==> src/rtl/progwin_pkg.sv <==
package progwin_pkg;

  // Which chip-select a pin carries when the pin function is enabled
  typedef enum logic {
    ROLE_EXT = 1'b0,
    ROLE_EMU = 1'b1
  } cs_role_e;

  // Classification of the current access
  typedef struct packed {
    logic prog;      // program space (window or fixed)
    logic internal;  // served on-chip
    logic external;  // goes to an external device
  } acc_class_t;

endpackage

==> src/rtl/progwin_page_reg.sv <==
module progwin_page_reg #(
  parameter int PW = 6
) (
  input  logic          clk,
  input  logic          rst_n,
  input  logic          we,
  input  logic [PW-1:0] wdata,
  output logic [PW-1:0] page
);

  always_ff @(posedge clk or negedge rst_n) begin
    if (!rst_n)  page <= '0;
    else if (we) page <= wdata;
  end

endmodule

==> src/rtl/progwin_xlate.sv <==
module progwin_xlate #(
  parameter int          AW      = 16,
  parameter int          PW      = 6,
  parameter logic [1:0]  WIN_TAG = 2'b10
) (
  input  logic [PW-1:0]      page,
  input  logic [AW-1:0]      cpu_addr,
  output logic               in_window,
  output logic [PW+AW-3:0]   xaddr
);

  localparam int OW   = AW - 2;       // window offset bits
  localparam int XW   = PW + OW;      // extended address width
  localparam int FILL = XW - AW;      // constant bits above an unpaged address

  assign in_window = (cpu_addr[AW-1:OW] == WIN_TAG);

  always_comb begin
    if (in_window) xaddr = {page, cpu_addr[OW-1:0]};
    else           xaddr = {{FILL{1'b1}}, cpu_addr};
  end

endmodule

==> src/rtl/progwin_classify.sv <==
module progwin_classify
  import progwin_pkg::*;
#(
  parameter int PW       = 6,
  parameter int MIN_LOG2 = 3
) (
  input  logic          addr_valid,
  input  logic          in_window,
  input  logic [PW-1:0] xpage,
  input  logic [1:0]    part_sw,
  input  logic          emul_mode,
  input  logic          emk_en,
  input  logic          hit_onchip,
  input  logic          hit_fixed_prog,
  input  logic          hit_portk,
  input  logic          hit_unimpl,
  input  logic          hit_removed,
  output acc_class_t    cls,
  output logic          ecs_act,
  output logic          xcs_act
);

  localparam logic [PW:0] ONE = (PW+1)'(1);

  logic [7:0]  sh;
  logic [PW:0] thresh;
  logic        page_top;
  logic        portk_ext;

  // The on-chip part is the top (MIN_PAGES << part_sw) pages
  always_comb begin
    sh       = 8'(MIN_LOG2) + {6'b0, part_sw};
    thresh   = '0;
    page_top = 1'b1;
    if (sh < 8'(PW)) begin
      thresh   = (ONE << PW) - (ONE << sh);
      page_top = ({1'b0, xpage} >= thresh);
    end
  end

  assign portk_ext = emul_mode & emk_en & hit_portk;

  always_comb begin
    cls.prog     = addr_valid & (in_window | hit_fixed_prog);
    if (!addr_valid)   cls.internal = 1'b0;
    else if (cls.prog) cls.internal = page_top;
    else               cls.internal = (hit_onchip | hit_portk) & ~portk_ext;
    cls.external = addr_valid & ~cls.internal & ~hit_unimpl & ~hit_removed;
  end

  // Emulation select wins; external select only while it is idle
  assign ecs_act = emk_en & emul_mode & cls.prog;
  assign xcs_act = emk_en & cls.external & ~ecs_act;

endmodule

==> src/rtl/progwin_pin_mux.sv <==
module progwin_pin_mux (
  input  logic rst_n,
  input  logic emk_en,
  input  logic cs_act,
  input  logic gpio_d,
  input  logic gpio_dir,
  output logic pin_o,
  output logic pin_oe
);

  always_comb begin
    if (!rst_n) begin
      pin_o  = 1'b1;
      pin_oe = 1'b0;
    end else if (emk_en) begin
      pin_o  = ~cs_act;
      pin_oe = 1'b1;
    end else begin
      pin_o  = gpio_d;
      pin_oe = gpio_dir;
    end
  end

endmodule

==> src/rtl/progwin_csel.sv <==
module progwin_csel
  import progwin_pkg::*;
#(
  parameter int AW       = 16,
  parameter int PW       = 6,
  parameter int MIN_LOG2 = 3
) (
  input  logic               clk,
  input  logic               rst_n,
  input  logic               pg_we,
  input  logic [PW-1:0]      pg_wdata,
  input  logic [AW-1:0]      cpu_addr,
  input  logic               addr_valid,
  input  logic               emul_mode,
  input  logic               emk_en,
  input  logic [1:0]         part_sw,
  input  logic               hit_onchip,
  input  logic               hit_fixed_prog,
  input  logic               hit_portk,
  input  logic               hit_unimpl,
  input  logic               hit_removed,
  input  logic [1:0]         gpio_dout,
  input  logic [1:0]         gpio_dir,
  output logic [PW+AW-3:0]   xaddr,
  output logic               is_internal,
  output logic [1:0]         cs_pin_o,
  output logic [1:0]         cs_pin_oe
);

  localparam int OW = AW - 2;
  localparam int XW = PW + OW;

  logic [PW-1:0] page;
  logic          in_window;
  acc_class_t    cls;
  logic          ecs_act;
  logic          xcs_act;
  logic [1:0]    cs_act;

  progwin_page_reg #(.PW(PW)) u_page (
    .clk   (clk),
    .rst_n (rst_n),
    .we    (pg_we),
    .wdata (pg_wdata),
    .page  (page)
  );

  progwin_xlate #(.AW(AW), .PW(PW)) u_xlate (
    .page      (page),
    .cpu_addr  (cpu_addr),
    .in_window (in_window),
    .xaddr     (xaddr)
  );

  progwin_classify #(.PW(PW), .MIN_LOG2(MIN_LOG2)) u_cls (
    .addr_valid     (addr_valid),
    .in_window      (in_window),
    .xpage          (xaddr[XW-1:OW]),
    .part_sw        (part_sw),
    .emul_mode      (emul_mode),
    .emk_en         (emk_en),
    .hit_onchip     (hit_onchip),
    .hit_fixed_prog (hit_fixed_prog),
    .hit_portk      (hit_portk),
    .hit_unimpl     (hit_unimpl),
    .hit_removed    (hit_removed),
    .cls            (cls),
    .ecs_act        (ecs_act),
    .xcs_act        (xcs_act)
  );

  assign is_internal = cls.internal;
  assign cs_act[ROLE_EMU] = ecs_act;
  assign cs_act[ROLE_EXT] = xcs_act;

  for (genvar i = 0; i < 2; i++) begin : g_pin
    progwin_pin_mux u_mux (
      .rst_n    (rst_n),
      .emk_en   (emk_en),
      .cs_act   (cs_act[i]),
      .gpio_d   (gpio_dout[i]),
      .gpio_dir (gpio_dir[i]),
      .pin_o    (cs_pin_o[i]),
      .pin_oe   (cs_pin_oe[i])
    );
  end

endmodule

==> config.mk <==
export PLATFORM = sky130hd
export DESIGN_NAME = progwin_csel
export DESIGN_NICKNAME = d
export VERILOG_FILES = /design/src/rtl/progwin_pkg.sv /design/src/rtl/progwin_page_reg.sv /design/src/rtl/progwin_xlate.sv /design/src/rtl/progwin_classify.sv /design/src/rtl/progwin_pin_mux.sv /design/src/rtl/progwin_csel.sv
export SDC_FILE = /design/constraint.sdc
export NUM_CORES = 1
export LEC_CHECK = 0
export BUFFER_PORTS_ARGS = -buffer_cell sky130_fd_sc_hd__buf_2
export CAP_MARGIN = 10
export CORE_MARGIN = 2
export CORE_UTILIZATION = 39
export DETAILED_ROUTE_END_ITERATION = 6
export GPL_TIMING_DRIVEN = 0
export PLACE_DENSITY_LB_ADDON = 0.3
export SLEW_MARGIN = 0
export SYNTH_ARGS = -nofsm -noshare
export SYNTH_HDL_FRONTEND = slang
export SYNTH_SLANG_ARGS = --single-unit
==> constraint.sdc <==
create_clock -name clk -period 2.98 [get_ports clk]
set_input_delay 0 -clock clk [delete_from_list [all_inputs] [get_ports clk]]
set_output_delay 0 -clock clk [all_outputs]
set_load 0.05 [all_outputs]
==> results of run 1 <==
kinds of logic after synthesis:
group | count (synthesis) | share of synthesized area, %
AO/OA/AOI/OAI | 15 | 18.6
flip-flops | 6 | 21.2
buffers and inverters | 23 | 21.7
multiplexers | 6 | 9.54
adder cells (fa/ha/maj) | 7 | 12.4
AND/OR/NAND/NOR | 19 | 15.5
other | 2 | 1.06
layer usage:
layer / GRT usage [%] / share of wire, % / vias up
li1: - / - / 364
met2: 27.8 / 49 / 38
met4: 6.67 / 0 / 0
met5: 0 / 0 / -
met3: 2.75 / 11 / 0
met1: 18.8 / 40 / 314
area by class of cell:
cell class / instances / area [um2]
timing repair buffer: 55 / 310
inverter: 2 / 7.51
clock buffer: 3 / 22.5
tap: 25 / 31.3
multi-input combinational: 50 / 408
buffer: 21 / 146
sequential: 6 / 150
fill: 146 / 632
cell usage after synthesis:
library cell,n
o21a_4,1
a21o_1,1
nor2b_4,1
nand3_1,4
dfrtp_1,6
a211o_1,1
nand2_1,4
nor2_1,2
nand2b_1,1
o221ai_2,1
clkbuf_1,3
mux2_2,6
inv_1,2
and2_1,1
conb_1,2
o21ai_0,4
nor3_1,1
a21oi_1,3
o21a_1,3
or2b_1,4
buf_4,18
or2_2,1
ha_1,7
a2111oi_4,1
worst max-delay path, cell delays in order, from the launching register on:
cell      delay [ns]
dfrtp_1         0.37
or2b_1          0.25
ha_1            0.31
a21o_1          0.18
a211o_1         0.28
nor3_1          0.26
o221ai_2        0.14
buf_4           0.14
buf_2           0.20
worst paths after layout:
kind	start	end	slack, ns	depth (start not counted)
max	u_page.page[4]	cs_pin_o[0]	0.60	8
min	rst_n	u_page.page[1]	0.14	2
max reg2reg	u_page.page[5]	u_page.page[5]	2.22	1
min reg2reg	u_page.page[0]	u_page.page[0]	0.50	1
max in group asynchronous	rst_n	u_page.page[4]	2.66	2
min in group clk	pg_we	u_page.page[2]	0.21	2
power by group through the flow:
stage,clock [mW],sequential [mW],combinational [mW]
2_1_floorplan,0,0.0937,0.134
3_3_place_gp,0,0.0951,0.175
3_5_place_dp,0,0.0955,0.179
4_1_cts,0.0762,0.0943,0.186
5_1_grt,0.0855,0.0953,0.201
6_report,0.0727,0.0942,0.185
timing repair:
action | CTS | global route
hold buffers | 7 | 0
endpoints found under the hold margin | 12 | 0
buffers inserted | 0 | 0
==> flow_metrics.py, run 1 <==
metrics = {
    "outcome": {
        "status": "finished, final reports clean",
    },
    "sta": {
        "period_utilisation_layout_pct": 79.9,
        "achievable-frequency_ghz": 0.420,
        "setup_viol": 0,
        "timing_hold_violations_final": 0,
        "fin_worst_skew_ns": 0,
        "timing.final.crit_period_ns": 2.38,
        "unrepaired_setup_endpoints_after_global_routing": "false",
        "timing.final.ws_setup_ns": 0.598,
        "timing_max_transition_violations_final": 0,
        "hold-worst-slack_ns": 0.141,
        "total_negative_setup_slacks_ns": 0,
    },
    "synthesis": {
        "number_of_library_cell_types_mapped_by_synthesis": 24,
        "seq_area_frac_synth_pct": 21.2,
        "synth_top_cell_area_share_pct": 21.2,
        "synth.largest_area_cell": "dfrtp_1",
        "synthesis_warning_total": 0,
        "postSynthAreaPerCell_um2": 9.08,
        "synthTopCellsByArea": "dfrtp_1 21%, buf_4 19%, ha_1 12%, mux2_2 9.5%, or2b_1 4.2%",
        "synth-seq-cells": 6,
        "post_synth_inst_count": 78,
        "synth_area_um2": 708,
    },
    "worst_setup_path": {
        "critical_path_peak_fanout": 2,
        "worstPathRequired_ns": 2.98,
        "timing_worst_setup_path_type": "flop to primary output",
        "setup.worst_path.start_class": "flop",
        "critical_path.endpoint_type": "primary output",
        "timing.critical_path.arrival_ns": 2.38,
    },
    "route": {
        "route.detailed.drc": 0,
        "drtPass1Iterations": 4,
        "via_per_inst": 4.42,
        "routed-via-count": 716,
        "first_iter_violations": 3,
        "ant_nets": 0,
        "route.detailed.wl_per_inst_um": 9.33,
        "finalWirelength_mm": 1.51,
    },
    "floorplanning": {
        "initial_utilization_pct": 41.5,
        "die_span_y_um": 46.6,
        "floorplan.rows": 15,
        "floorplan.core_area_um2": 1710,
        "area_enclosed_by_the_die_boundary_um2": 2170,
        "die_x_um": 46.6,
        "design.portCount": 64,
    },
    "global_routing": {
        "grt_max_degree": 11,
        "grt_pass1_vias": 640,
        "grt.overflow.total": 0,
        "grtUsageTotal_pct": 15.8,
        "antenna_found_initial": 0,
        "grt_pass1_wl_mm": 2.50,
    },
    "cts": {
        "htreeDepth": 1,
        "clkLatencyLatePin_ns": 0.24,
        "clk_pin_slew_worst_paths_ns": 0.04,
        "inserted_clock_buffers": 3,
        "cts_sinks": 6,
        "cts.path.max_buffers": 2,
        "cts.root.buffer_cell": "clkbuf_4",
        "number_of_cells_upsized_or_downsized_after_cts": 0,
        "tritoncts_clock_tree": "yes",
    },
    "power": {
        "p_per_area_nw_per_um2": 327,
        "p_switching_mw": 0.144,
        "power.combinational.fraction_pct": 52.5,
        "vdd_ir_drop_max_mv": 0.243,
        "sw_frac_of_total_pct": 40.8,
        "power_mw": 0.352,
        "power.leakage_nw": 0.550,
        "p_int_mw": 0.208,
        "power.clock.fraction_pct": 20.7,
        "seqPwrFrac_pct": 26.8,
    },
    "placed_design": {
        "placedCellCount": 152,
        "dp_hpwl_mm": 1.29,
        "place_area_um2": 983,
        "buffer_ports.inserted": 48,
        "routabilityCongestion": 0.746,
        "dpl_worst_slack_ns": 0.835,
    },
    "final_layout": {
        "areaGrowthSynthToFinish_pct": 51.9,
        "commonest_non_fill_non_tap_cells_in_the_layout": "48 x buf_2, 18 x buf_4, 7 x ha_1, 7 x dlygate4sd3_1",
        "top_register_by_number_of_flip_flops": "u_page.page",
        "flip_flop_count_of_the_largest_register_all_copies_and_words_added": 6,
        "postLayoutCellArea_um2": 1080,
        "fraction_of_final_layout_cells_sized_beyond_drive_strength_1_pct": 58.4,
        "layout_commonest_cell": "buf_2",
        "nNetsFinal": 185,
        "diodes": 0,
        "biggestRegsByFlops": "u_page.page (6)",
        "final_core_utilization_pct": 63.0,
        "final_cell_count_no_fill": 162,
    },
    "flow_run": {
        "timing.max_cap.violations": 0,
    },
    "hold_path": {
        "path_category_of_the_worst_min_delay_check": "input port to asynchronous set/reset pin",
    },
}
No activity file was read; power rests on OpenSTA's default activity.
==> run 2, diff against run 1 <==
- CORE_UTILIZATION: 39 -> 33
- clock period: 2.98 -> 2 ns (I/O delays scaled with it)
==> flow_metrics.py, run 2 (same netlist as run 1, synthesis figures left out) <==
metrics = {
    "sta": {
        "achievable-frequency_ghz": 0.502,
        "timing.final.crit_period_ns": 1.99,
        "fin_worst_skew_ns": 0,
        "setup_viol": 0,
        "timing_hold_violations_final": 0,
        "period_utilisation_layout_pct": 99.6,
        "timing_max_transition_violations_final": 0,
        "unrepaired_setup_endpoints_after_global_routing": "true",
    },
    "placed_design": {
        "dp_hpwl_mm": 1.34,
        "placedCellCount": 154,
        "routabilityCongestion": 0.710,
        "buffer_ports.inserted": 48,
    },
    "cts": {
        "clkLatencyLatePin_ns": 0.24,
        "cts.path.max_buffers": 2,
        "cts_sinks": 6,
        "htreeDepth": 1,
        "cts.root.buffer_cell": "clkbuf_4",
        "clk_pin_slew_worst_paths_ns": 0.05,
        "tritoncts_clock_tree": "yes",
        "inserted_clock_buffers": 3,
    },
    "final_layout": {
        "top_register_by_number_of_flip_flops": "u_page.page",
        "biggestRegsByFlops": "u_page.page (6)",
        "diodes": 0,
        "final_cell_count_no_fill": 167,
        "nNetsFinal": 188,
        "flip_flop_count_of_the_largest_register_all_copies_and_words_added": 6,
        "areaGrowthSynthToFinish_pct": 64.7,
        "fraction_of_final_layout_cells_sized_beyond_drive_strength_1_pct": 64.3,
        "layout_commonest_cell": "buf_2",
        "commonest_non_fill_non_tap_cells_in_the_layout": "46 x buf_2, 21 x buf_4, 7 x dlygate4sd3_1, 6 x mux2_2, 6 x dfrtp_1",
    },
    "worst_setup_path": {
        "worstReg2RegEnd": "u_page.page[4]",
        "timing.critical_path.arrival_ns": 1.99,
        "setup.worst_path.start_class": "flop",
        "crit_path_cell_trace": "or2b_4 -> ha_4 -> a21o_1 -> a211o_1 -> nor3_4 -> buf_4 -> nor2_2 -> buf_6",
        "reg2reg_slack_ns": 1.02,
        "worstPathRequired_ns": 2.00,
        "critical-path-slowest-cell": "dfrtp_1",
        "timing.critical_path.from": "u_page.page[4]",
        "cpPeakStageDelay_ns": 0.37,
        "worstRegToRegCells": 3,
        "cp-endpoint": "is_internal",
        "regToRegStartpoint": "u_page.page[4]",
        "timing_worst_setup_path_type": "flop to primary output",
        "critical_path.endpoint_type": "primary output",
        "critical_path_peak_fanout": 2,
    },
    "outcome": {
        "status": "finished, final reports clean",
    },
    "route": {
        "ant_nets": 0,
        "finalWirelength_mm": 1.65,
        "route.detailed.wl_per_inst_um": 9.86,
        "routed-via-count": 743,
        "via_per_inst": 4.45,
        "drtPass1Iterations": 3,
        "route.detailed.drc": 0,
        "first_iter_violations": 3,
    },
    "global_routing": {
        "grt_pass1_wl_mm": 2.69,
        "antenna_found_initial": 0,
        "grt_pass1_vias": 670,
        "grtUsageTotal_pct": 13.7,
        "grt_max_degree": 11,
        "grt.overflow.total": 0,
    },
    "hold_path": {
        "path_category_of_the_worst_min_delay_check": "input port to asynchronous set/reset pin",
    },
    "floorplanning": {
        "die_x_um": 50.3,
        "floorplan.rows": 16,
        "design.portCount": 64,
        "initial_utilization_pct": 35.4,
        "die_span_y_um": 50.3,
        "area_enclosed_by_the_die_boundary_um2": 2530,
        "floorplan.core_area_um2": 2000,
    },
    "flow_run": {
        "timing.max_cap.violations": 0,
    },
    "power": {
        "p_per_area_nw_per_um2": 471,
        "power_mw": 0.550,
        "vdd_ir_drop_max_mv": 0.395,
        "power.leakage_nw": 0.575,
    },
}
==> run 2: worst min-delay path by stage <==
stage / startpoint / endpoint / cells past startpoint
6_report: rst_n / u_page.page[5] / 2
5_1_grt: rst_n / u_page.page[5] / 2
4_1_cts: rst_n / u_page.page[5] / 2
3_5_place_dp: rst_n / u_page.page[5] / 1
3_3_place_gp: rst_n / u_page.page[5] / 1
2_1_floorplan: rst_n / u_page.page[0] / 0
==> run 2: metal layers <==
| metal | vias to the layer above | share of wire, % | track usage (%) |
|---|---|---|---|
| li1 | 370 | - | - |
| met1 | 332 | 34 | 14.9 |
| met2 | 39 | 54 | 25.2 |
| met3 | 2 | 11 | 3.57 |
| met4 | 0 | 0.91 | 5.41 |
| met5 | - | 0 | 0 |
==> run 2: final cells by class <==
class	count	area (um2)
fill	198	836
multi-input combinational	50	457
timing repair buffer	59	357
sequential	6	150
buffer	20	139
tap	27	33.8
clock buffer	3	22.5
inverter	2	7.51
==> run 2: where the power goes <==
group	switching, mW	internal (mW)
combinational	0.177	0.125
clock	0.0403	0.0676
sequential	0.00606	0.134
total	0.223	0.326
==> run 2: timing repair <==
item	in CTS	in global routing
resized for setup	8	3
hold endpoints to repair	12	0
hold buffers	7	0
buffers inserted	3	1
endpoints found under the setup margin	2	2
pin swaps	5	3
==> run 2: worst max-delay path: cells and delay by family (launching register included) <==
kind	cells	cell delay, ns
buf+inv	2	0.28
compound gates	2	0.43
fa+ha+maj	1	0.21
flops	1	0.37
simple gates	3	0.46
==> run 2: through the flow <==
step	setup slack, ns	area [um2]	TNS, ns	hold WS (ns)	util (%)
3_3_place_gp	-0.174	992	-0.174	-0.139	49.6
2_1_floorplan	-0.0680	718	-0.0680	-0.296	-
6_report	0.00897	1170	0	0.139	58.3
3_5_place_dp	-0.200	992	-0.200	-0.138	49.6
4_1_cts	-0.0340	1140	-0.0610	0.133	56.9
5_1_grt	-0.0638	1170	-0.107	0.151	58.3
